File: config.mk
export PLATFORM = sky130hd
export DESIGN_NAME = tmr_frame
export DESIGN_NICKNAME = d
export VERILOG_FILES = /design/src/rtl/tmr_frame_pkg.sv /design/src/rtl/tmr_rst_sync.sv /design/src/rtl/tmr_counter.sv /design/src/rtl/tmr_compare.sv /design/src/rtl/tmr_frame.sv
export SDC_FILE = /design/constraint.sdc
export NUM_CORES = 2
export LEC_CHECK = 0
export ABC_AREA = 1
export BUFFER_PORTS_ARGS = -buffer_cell sky130_fd_sc_hd__buf_4
export CAP_MARGIN = 20
export CORE_MARGIN = 10
export CORE_UTILIZATION = 35
export DETAILED_ROUTE_END_ITERATION = 12
export GPL_ROUTABILITY_DRIVEN = 0
export SYNTH_ARGS = -nofsm -noshare
export SYNTH_HDL_FRONTEND = slang
export SYNTH_SLANG_ARGS = --single-unit
File: constraint.sdc
create_clock -name clk -period 21.9 [get_ports clk]
set_input_delay 0 -clock clk [delete_from_list [all_inputs] [get_ports clk]]
set_output_delay 0 -clock clk [all_outputs]
set_load 0.1 [all_outputs]
File: src/rtl/tmr_frame_pkg.sv
package tmr_frame_pkg;

  localparam int WORD_W = 32;

  // Word index decoded from byte-address bits [5:2].
  typedef enum logic [3:0] {
    OFS_PCNT_LO = 4'h0,
    OFS_PCNT_HI = 4'h1,
    OFS_VCNT_LO = 4'h2,
    OFS_VCNT_HI = 4'h3,
    OFS_FREQ    = 4'h4,
    OFS_ACCESS  = 4'h5,
    OFS_VOFF_LO = 4'h6,
    OFS_VOFF_HI = 4'h7,
    OFS_PCMP_LO = 4'h8,
    OFS_PCMP_HI = 4'h9,
    OFS_PREL    = 4'hA,
    OFS_PCTL    = 4'hB,
    OFS_VCMP_LO = 4'hC,
    OFS_VCMP_HI = 4'hD,
    OFS_VREL    = 4'hE,
    OFS_VCTL    = 4'hF
  } word_e;

  // Control word bit positions.
  localparam int CTL_EN   = 0;
  localparam int CTL_MASK = 1;
  localparam int CTL_STAT = 2;

endpackage

File: src/rtl/tmr_rst_sync.sv
module tmr_rst_sync (
  input  logic clk,
  input  logic rst_n,
  output logic rst_sync_n
);
  logic s1_q, s2_q;

  always_ff @(posedge clk or negedge rst_n) begin
    if (!rst_n) begin
      s1_q <= 1'b0;
      s2_q <= 1'b0;
    end else begin
      s1_q <= 1'b1;
      s2_q <= s1_q;
    end
  end

  assign rst_sync_n = s2_q;
endmodule

File: src/rtl/tmr_counter.sv
module tmr_counter #(
  parameter int CNT_W = 64
) (
  input  logic             clk,
  input  logic             rst_n,
  input  logic             tick_en,
  output logic [CNT_W-1:0] count
);
  logic [CNT_W-1:0] cnt_q, cnt_d;

  always_comb begin
    cnt_d = cnt_q;
    if (tick_en) cnt_d = cnt_q + CNT_W'(1);
  end

  always_ff @(posedge clk or negedge rst_n) begin
    if (!rst_n) cnt_q <= '0;
    else        cnt_q <= cnt_d;
  end

  assign count = cnt_q;
endmodule

File: src/rtl/tmr_compare.sv
module tmr_compare
  import tmr_frame_pkg::*;
#(
  parameter int CNT_W = 64
) (
  input  logic              clk,
  input  logic              rst_n,
  input  logic [CNT_W-1:0]  count,
  input  logic              wr_cmp_lo,
  input  logic              wr_cmp_hi,
  input  logic              wr_rel,
  input  logic              wr_ctl,
  input  logic [WORD_W-1:0] wdata,
  output logic [CNT_W-1:0]  cmp_val,
  output logic [WORD_W-1:0] rel_val,
  output logic [WORD_W-1:0] ctl_word,
  output logic              irq
);
  localparam int HI_W  = CNT_W - WORD_W;
  localparam int EXT_W = CNT_W - WORD_W;

  logic [CNT_W-1:0] cmp_q, cmp_d;
  logic             en_q, en_d, mask_q, mask_d;
  logic             reached, status;
  logic [CNT_W-1:0] diff;

  always_comb begin
    cmp_d  = cmp_q;
    en_d   = en_q;
    mask_d = mask_q;
    if (wr_cmp_lo) cmp_d[WORD_W-1:0]     = wdata;
    if (wr_cmp_hi) cmp_d[CNT_W-1:WORD_W] = wdata[HI_W-1:0];
    if (wr_rel)    cmp_d = count + {{EXT_W{wdata[WORD_W-1]}}, wdata};
    if (wr_ctl) begin
      en_d   = wdata[CTL_EN];
      mask_d = wdata[CTL_MASK];
    end
  end

  always_ff @(posedge clk or negedge rst_n) begin
    if (!rst_n) begin
      cmp_q  <= '0;
      en_q   <= 1'b0;
      mask_q <= 1'b0;
    end else begin
      cmp_q  <= cmp_d;
      en_q   <= en_d;
      mask_q <= mask_d;
    end
  end

  assign reached = (count >= cmp_q);
  assign status  = en_q && reached;
  assign diff    = cmp_q - count;

  always_comb begin
    ctl_word           = '0;
    ctl_word[CTL_EN]   = en_q;
    ctl_word[CTL_MASK] = mask_q;
    ctl_word[CTL_STAT] = status;
  end

  assign cmp_val = cmp_q;
  assign rel_val = diff[WORD_W-1:0];
  assign irq     = status && !mask_q;
endmodule

File: src/rtl/tmr_frame.sv
module tmr_frame
  import tmr_frame_pkg::*;
#(
  parameter int ADDR_W = 12,
  parameter int CNT_W  = 64,
  parameter int ACC_W  = 10
) (
  input  logic              clk,
  input  logic              rst_n,
  input  logic              tick_en,
  input  logic              bus_valid,
  input  logic              bus_write,
  input  logic [ADDR_W-1:0] bus_addr,
  input  logic [31:0]       bus_wdata,
  output logic [31:0]       bus_rdata,
  output logic              bus_rvalid,
  output logic              phys_irq,
  output logic              virt_irq
);
  localparam int N_TMR = 2;
  localparam int HI_W  = CNT_W - WORD_W;

  logic rst_i_n;

  tmr_rst_sync u_rst (
    .clk        (clk),
    .rst_n      (rst_n),
    .rst_sync_n (rst_i_n)
  );

  // Count and its virtual view
  logic [CNT_W-1:0] phys_cnt, virt_cnt;

  tmr_counter #(.CNT_W(CNT_W)) u_cnt (
    .clk     (clk),
    .rst_n   (rst_i_n),
    .tick_en (tick_en),
    .count   (phys_cnt)
  );

  // Address decode
  word_e word;
  logic  mapped, rd_req, wr_req;

  assign word   = word_e'(bus_addr[5:2]);
  assign mapped = (bus_addr[1:0] == 2'b00) && (bus_addr[ADDR_W-1:6] == '0);
  assign rd_req = bus_valid && !bus_write;
  assign wr_req = bus_valid && bus_write && mapped;

  // Frame registers
  logic [WORD_W-1:0] freq_q, freq_d;
  logic [ACC_W-1:0]  acc_q, acc_d;
  logic [CNT_W-1:0]  voff_q, voff_d;
  logic [HI_W-1:0]   psnap_q, psnap_d, vsnap_q, vsnap_d;
  logic [WORD_W-1:0] rdata_q, rdata_d;
  logic              rvalid_q, rvalid_d;

  assign virt_cnt = phys_cnt + voff_q;

  // Timers
  logic [CNT_W-1:0]  t_cnt [N_TMR];
  logic [CNT_W-1:0]  t_cmp [N_TMR];
  logic [WORD_W-1:0] t_rel [N_TMR];
  logic [WORD_W-1:0] t_ctl [N_TMR];
  logic [N_TMR-1:0]  t_wlo, t_whi, t_wrel, t_wctl, t_irq;

  for (genvar gi = 0; gi < N_TMR; gi++) begin : g_tmr
    localparam logic [3:0] BASE = 4'(8 + 4 * gi);

    if (gi == 0) begin : g_phys
      assign t_cnt[gi] = phys_cnt;
    end else begin : g_virt
      assign t_cnt[gi] = virt_cnt;
    end

    assign t_wlo[gi]  = wr_req && (word == word_e'(BASE));
    assign t_whi[gi]  = wr_req && (word == word_e'(BASE + 4'd1));
    assign t_wrel[gi] = wr_req && (word == word_e'(BASE + 4'd2));
    assign t_wctl[gi] = wr_req && (word == word_e'(BASE + 4'd3));

    tmr_compare #(.CNT_W(CNT_W)) u_cmp (
      .clk       (clk),
      .rst_n     (rst_i_n),
      .count     (t_cnt[gi]),
      .wr_cmp_lo (t_wlo[gi]),
      .wr_cmp_hi (t_whi[gi]),
      .wr_rel    (t_wrel[gi]),
      .wr_ctl    (t_wctl[gi]),
      .wdata     (bus_wdata),
      .cmp_val   (t_cmp[gi]),
      .rel_val   (t_rel[gi]),
      .ctl_word  (t_ctl[gi]),
      .irq       (t_irq[gi])
    );
  end

  // Register write next-state
  always_comb begin
    freq_d = freq_q;
    acc_d  = acc_q;
    voff_d = voff_q;
    if (wr_req) begin
      unique case (word)
        OFS_FREQ:    freq_d = bus_wdata;
        OFS_ACCESS:  acc_d  = bus_wdata[ACC_W-1:0];
        OFS_VOFF_LO: voff_d[WORD_W-1:0]     = bus_wdata;
        OFS_VOFF_HI: voff_d[CNT_W-1:WORD_W] = bus_wdata[HI_W-1:0];
        default: ;
      endcase
    end
  end

  // Read path
  logic [WORD_W-1:0] rd_sel;

  always_comb begin
    rd_sel = '0;
    unique case (word)
      OFS_PCNT_LO: rd_sel = phys_cnt[WORD_W-1:0];
      OFS_PCNT_HI: rd_sel = WORD_W'(psnap_q);
      OFS_VCNT_LO: rd_sel = virt_cnt[WORD_W-1:0];
      OFS_VCNT_HI: rd_sel = WORD_W'(vsnap_q);
      OFS_FREQ:    rd_sel = freq_q;
      OFS_ACCESS:  rd_sel = WORD_W'(acc_q);
      OFS_VOFF_LO: rd_sel = voff_q[WORD_W-1:0];
      OFS_VOFF_HI: rd_sel = WORD_W'(voff_q[CNT_W-1:WORD_W]);
      OFS_PCMP_LO: rd_sel = t_cmp[0][WORD_W-1:0];
      OFS_PCMP_HI: rd_sel = WORD_W'(t_cmp[0][CNT_W-1:WORD_W]);
      OFS_PREL:    rd_sel = t_rel[0];
      OFS_PCTL:    rd_sel = t_ctl[0];
      OFS_VCMP_LO: rd_sel = t_cmp[1][WORD_W-1:0];
      OFS_VCMP_HI: rd_sel = WORD_W'(t_cmp[1][CNT_W-1:WORD_W]);
      OFS_VREL:    rd_sel = t_rel[1];
      OFS_VCTL:    rd_sel = t_ctl[1];
      default:     rd_sel = '0;
    endcase
  end

  always_comb begin
    psnap_d  = psnap_q;
    vsnap_d  = vsnap_q;
    rdata_d  = '0;
    rvalid_d = rd_req;
    if (rd_req && mapped) begin
      rdata_d = rd_sel;
      if (word == OFS_PCNT_LO) psnap_d = phys_cnt[CNT_W-1:WORD_W];
      if (word == OFS_VCNT_LO) vsnap_d = virt_cnt[CNT_W-1:WORD_W];
    end
  end

  always_ff @(posedge clk or negedge rst_i_n) begin
    if (!rst_i_n) begin
      freq_q   <= '0;
      acc_q    <= '0;
      voff_q   <= '0;
      psnap_q  <= '0;
      vsnap_q  <= '0;
      rdata_q  <= '0;
      rvalid_q <= 1'b0;
    end else begin
      freq_q   <= freq_d;
      acc_q    <= acc_d;
      voff_q   <= voff_d;
      psnap_q  <= psnap_d;
      vsnap_q  <= vsnap_d;
      rdata_q  <= rdata_d;
      rvalid_q <= rvalid_d;
    end
  end

  assign bus_rdata  = rdata_q;
  assign bus_rvalid = rvalid_q;
  assign phys_irq   = t_irq[0];
  assign virt_irq   = t_irq[1];
endmodule

==> results.json <==
{
  "status": "finished, violations left",
  "violations": "negative hold slack",
  "fp.dieW_microns": 357,
  "synthCells": 6139,
  "synth_top_area_share_pct": 25.3,
  "io_pins": 84,
  "power.internal_mw": 1.40,
  "dieArea_sq_um": 127000,
  "dr.pass1.iters": 7,
  "grt_busiest_layer": "met2",
  "grtUsageMet3_pct": 11.6,
  "min_period_over_period_pct": 28.0,
  "antenna_found_initial": 17,
  "cts_tree": "yes",
  "switching_share_pct": 36.0,
  "grtUsageMet2_pct": 41.5,
  "nets": 6680,
  "slew_headroom_pct": 11.9,
  "grt_overflow": 0,
  "synthTopCellsByArea": "dfrtp_1, nand2_1, ha_1, inv_1, a21oi_1",
  "core.rowCount": 123,
  "cts_resized": 0,
  "die_y_microns": 357,
  "post-cts-setup-buffers": 0,
  "syn_area_per_cell_sq_um": 6.47,
  "clockBufferDepth": 3,
  "ys_seq_area_share_pct": 25.3,
  "post_drt_wl_per_cell_microns": 25.7,
  "post-route-min-period_ps": 6130,
  "maxSlewViolCount": 0,
  "synth_area_sq_um": 39700,
  "area_delta_synth_final_pct": 11.5,
  "drt-total-wl_microns": 200000,
  "fin_ws_ps": 15770,
  "grt_setup_unrepaired": "no",
  "final_cell_area_sq_um": 44300,
  "hp-class": "in2reg",
  "clock_latency_ps": 650,
  "synth_top_area_cell": "dfrtp_1",
  "drt_iter0_markers": 6912,
  "grt_max_degree": 163,
  "path_common_cell": "nand2_1",
  "drive_gt1_share_pct": 5.25,
  "tightest_slew_ps": 1320,
  "p_comb_share_pct": 24.8,
  "utilization_pct": 39.3,
  "ys_async_sr_fraction_pct": 100,
  "post-place-ws_ps": 16650,
  "ys.flop_type": "dfrtp_1",
  "clkPwrFrac_pct": 39.8,
  "required_ps": 21900,
  "ys_types": 60,
  "start_util_pct": 35.3,
  "max_stage_delay_ps": 620,
  "peakVddDrop_mv": 0.0540,
  "clk_pin_slew_ps": 60,
  "cts.sinks": 401,
  "hold_ws_ps": -36.9,
  "cap_violations": 0,
  "hold_buffers": 38,
  "power_frac_seq_pct": 35.5,
  "hpwl_microns": 161000,
  "synth-warning-count": 0,
  "p_per_area_nw_per_um2": 49.2,
  "crit_type": "reg2out",
  "grt_pass1_wl_microns": 283000,
  "slowest_stage": "o21ai_0",
  "tns_ps": 0,
  "viasPerCell": 5.83,
  "startpoint_type": "flip-flop",
  "met1_usage_pct": 39.4,
  "via_count": 45400,
  "power_leakage_nw": 21.1,
  "crit_fanout": 8,
  "arrival_ps": 6130,
  "switchingPower_mw": 0.785,
  "h-tree-depth": 2,
  "clockRootBuffer": "clkbuf_16",
  "setup_viol": 0,
  "cts_buffers": 48,
  "placed_area_sq_um": 42200,
  "finalHoldViolCount": 2,
  "skew_ps": 46.9,
  "drc": 0,
  "fmax_ghz": 0.163,
  "drtAntennaViolNets": 0,
  "synth_nets": 6573,
  "core_area_sq_um": 113000,
  "grt_pass1_vias": 40800,
  "grt_use_total_pct": 30.0,
  "end_kind": "primary output",
  "ys_ff_latch": 401,
  "synth_edf_count": 0,
  "port_buffers": 83
}
[registers in the layout, summed over array words and instances, names as in the netlist]
signal,count
acc_q,10
bus_rdata,32
bus_rvalid,1
freq_q,32
g_tmr.u_cmp.cmp_val,128
g_tmr.u_cmp.en_q,2
g_tmr.u_cmp.mask_q,2
psnap_q,32
u_cnt.count,64
u_rst.rst_sync_n,1
u_rst.s1_q,1
voff_q,64
vsnap_q,32
[worst max-delay path, delay by kind of cell, from the launching register on]
family / cells / cell delay (ps)
AO/OA/AOI/OAI: 2 / 770
buffers and inverters: 3 / 490
adder cells (fa/ha/maj): 3 / 910
flip-flops: 1 / 500
AND/OR/NAND/NOR: 17 / 2790
[cells in the mapped netlist, types with 9 or more instances]
cell type     n
nor4_1       30
a21oi_1     593
o211ai_1     16
o22ai_1      26
nor3_1       99
xor2_1      141
a21boi_0     17
o21bai_1     61
clkbuf_1     77
a211oi_1     19
a221oi_1     24
nand3_1     293
inv_1       837
o21a_1       12
o21ai_0     486
or2_2        40
nand2_2       9
buf_1        13
ha_1        380
and2_1       22
a22oi_1      43
nor2_2        9
a22o_1       11
nand2_1    1454
nor2_1      713
a21o_1       33
a31oi_1      40
dfrtp_1     401
buf_2        29
xnor2_1      21
nand3b_1     33
inv_2        11
nand4_1      66
[per-layer routing]
| layer | up-vias | wire length (microns) |
|---|---|---|
| li1 | 20600 | - |
| met1 | 21200 | 79000 |
| met2 | 3058 | 77800 |
| met3 | 620 | 29600 |
| met4 | 18 | 13800 |
| met5 | - | 201 |
[power by group through the flow]
stage               clock network [mW]  registers [mW]  logic (mW)
global placement                     0           0.785       0.506
detailed placement                   0           0.786       0.507
floorplan                            0           0.787       0.308
finish                           0.867           0.774       0.540
CTS                              0.865           0.773       0.515
global route                     0.895           0.774       0.575
[cell type report]
cell class	instances	area [sq um]
fillers	12100	68400
inverters	852	3200
clock inverters	28	309
diodes	5	12.5
flip-flops and latches	401	10000
repair buffers	179	1490
well taps	1500	1880
multi-input cells	4764	26000
clock buffers	60	1330
[final timing paths]
check,slack (ps),start,to,cells past startpoint
hold reg to reg,350,u_rst.s1_q,u_rst.rst_sync_n,0
min in group asynchronous,230,rst_n,u_rst.rst_sync_n,3
setup reg to reg,16310,u_cnt.count[22],g_tmr[1].u_cmp.cmp_val[58],22
setup / recovery,15770,u_cnt.count[0],virt_irq,25
hold / removal,-40,bus_valid,psnap_q[21],5
max in group asynchronous,19140,u_rst.rst_sync_n,bus_rdata[25],2
[metrics by stage]
step / power [mW] / instances
3_3_place_gp: 1.29 / 7653
3_5_place_dp: 1.29 / 7653
2_1_floorplan: 1.10 / 6139
4_1_cts: 2.15 / 7779
5_1_grt: 2.24 / 7784
6_report: 2.18 / 7789
[cells in the final DEF, fill, tap and decap left out, types with 6 or more instances in the layout]
master	count
a211oi_1	19
a21boi_0	17
a21o_1	33
a21oi_1	590
a221oi_1	24
a22o_1	11
a22oi_1	43
a31oi_1	40
a41oi_1	6
and2_1	22
buf_4	135
clkbuf_16	48
clkbuf_8	8
clkinv_2	12
dfrtp_1	400
dlygate4sd3_1	40
ha_1	380
inv_1	837
inv_2	11
nand2_1	1451
nand2_2	12
nand3_1	292
nand3b_1	33
nand4_1	66
nor2_1	711
nor2_2	9
nor2_4	9
nor3_1	99
nor4_1	29
o2111ai_1	7
o211ai_1	16
o21a_1	12
o21ai_0	486
o21bai_1	61
o22ai_1	26
or2_2	40
xnor2_1	21
xor2_1	141
[cells by family (layout without fill, tap and decap cells)]
group / after synthesis / after routing / synth area share, %
AO/OA/AOI/OAI: 1418 / 1418 / 20.0
XOR/XNOR: 162 / 162 / 3.57
adder cells (fa/ha/maj): 385 / 385 / 12.2
buffers and inverters: 974 / 1119 / 9.32
flip-flops: 401 / 401 / 25.3
multiplexers: 2 / 2 / 0.0567
other: 1 / 6 / 0.00944
AND/OR/NAND/NOR: 2796 / 2796 / 29.6
Power figures use the tool's default switching activity.
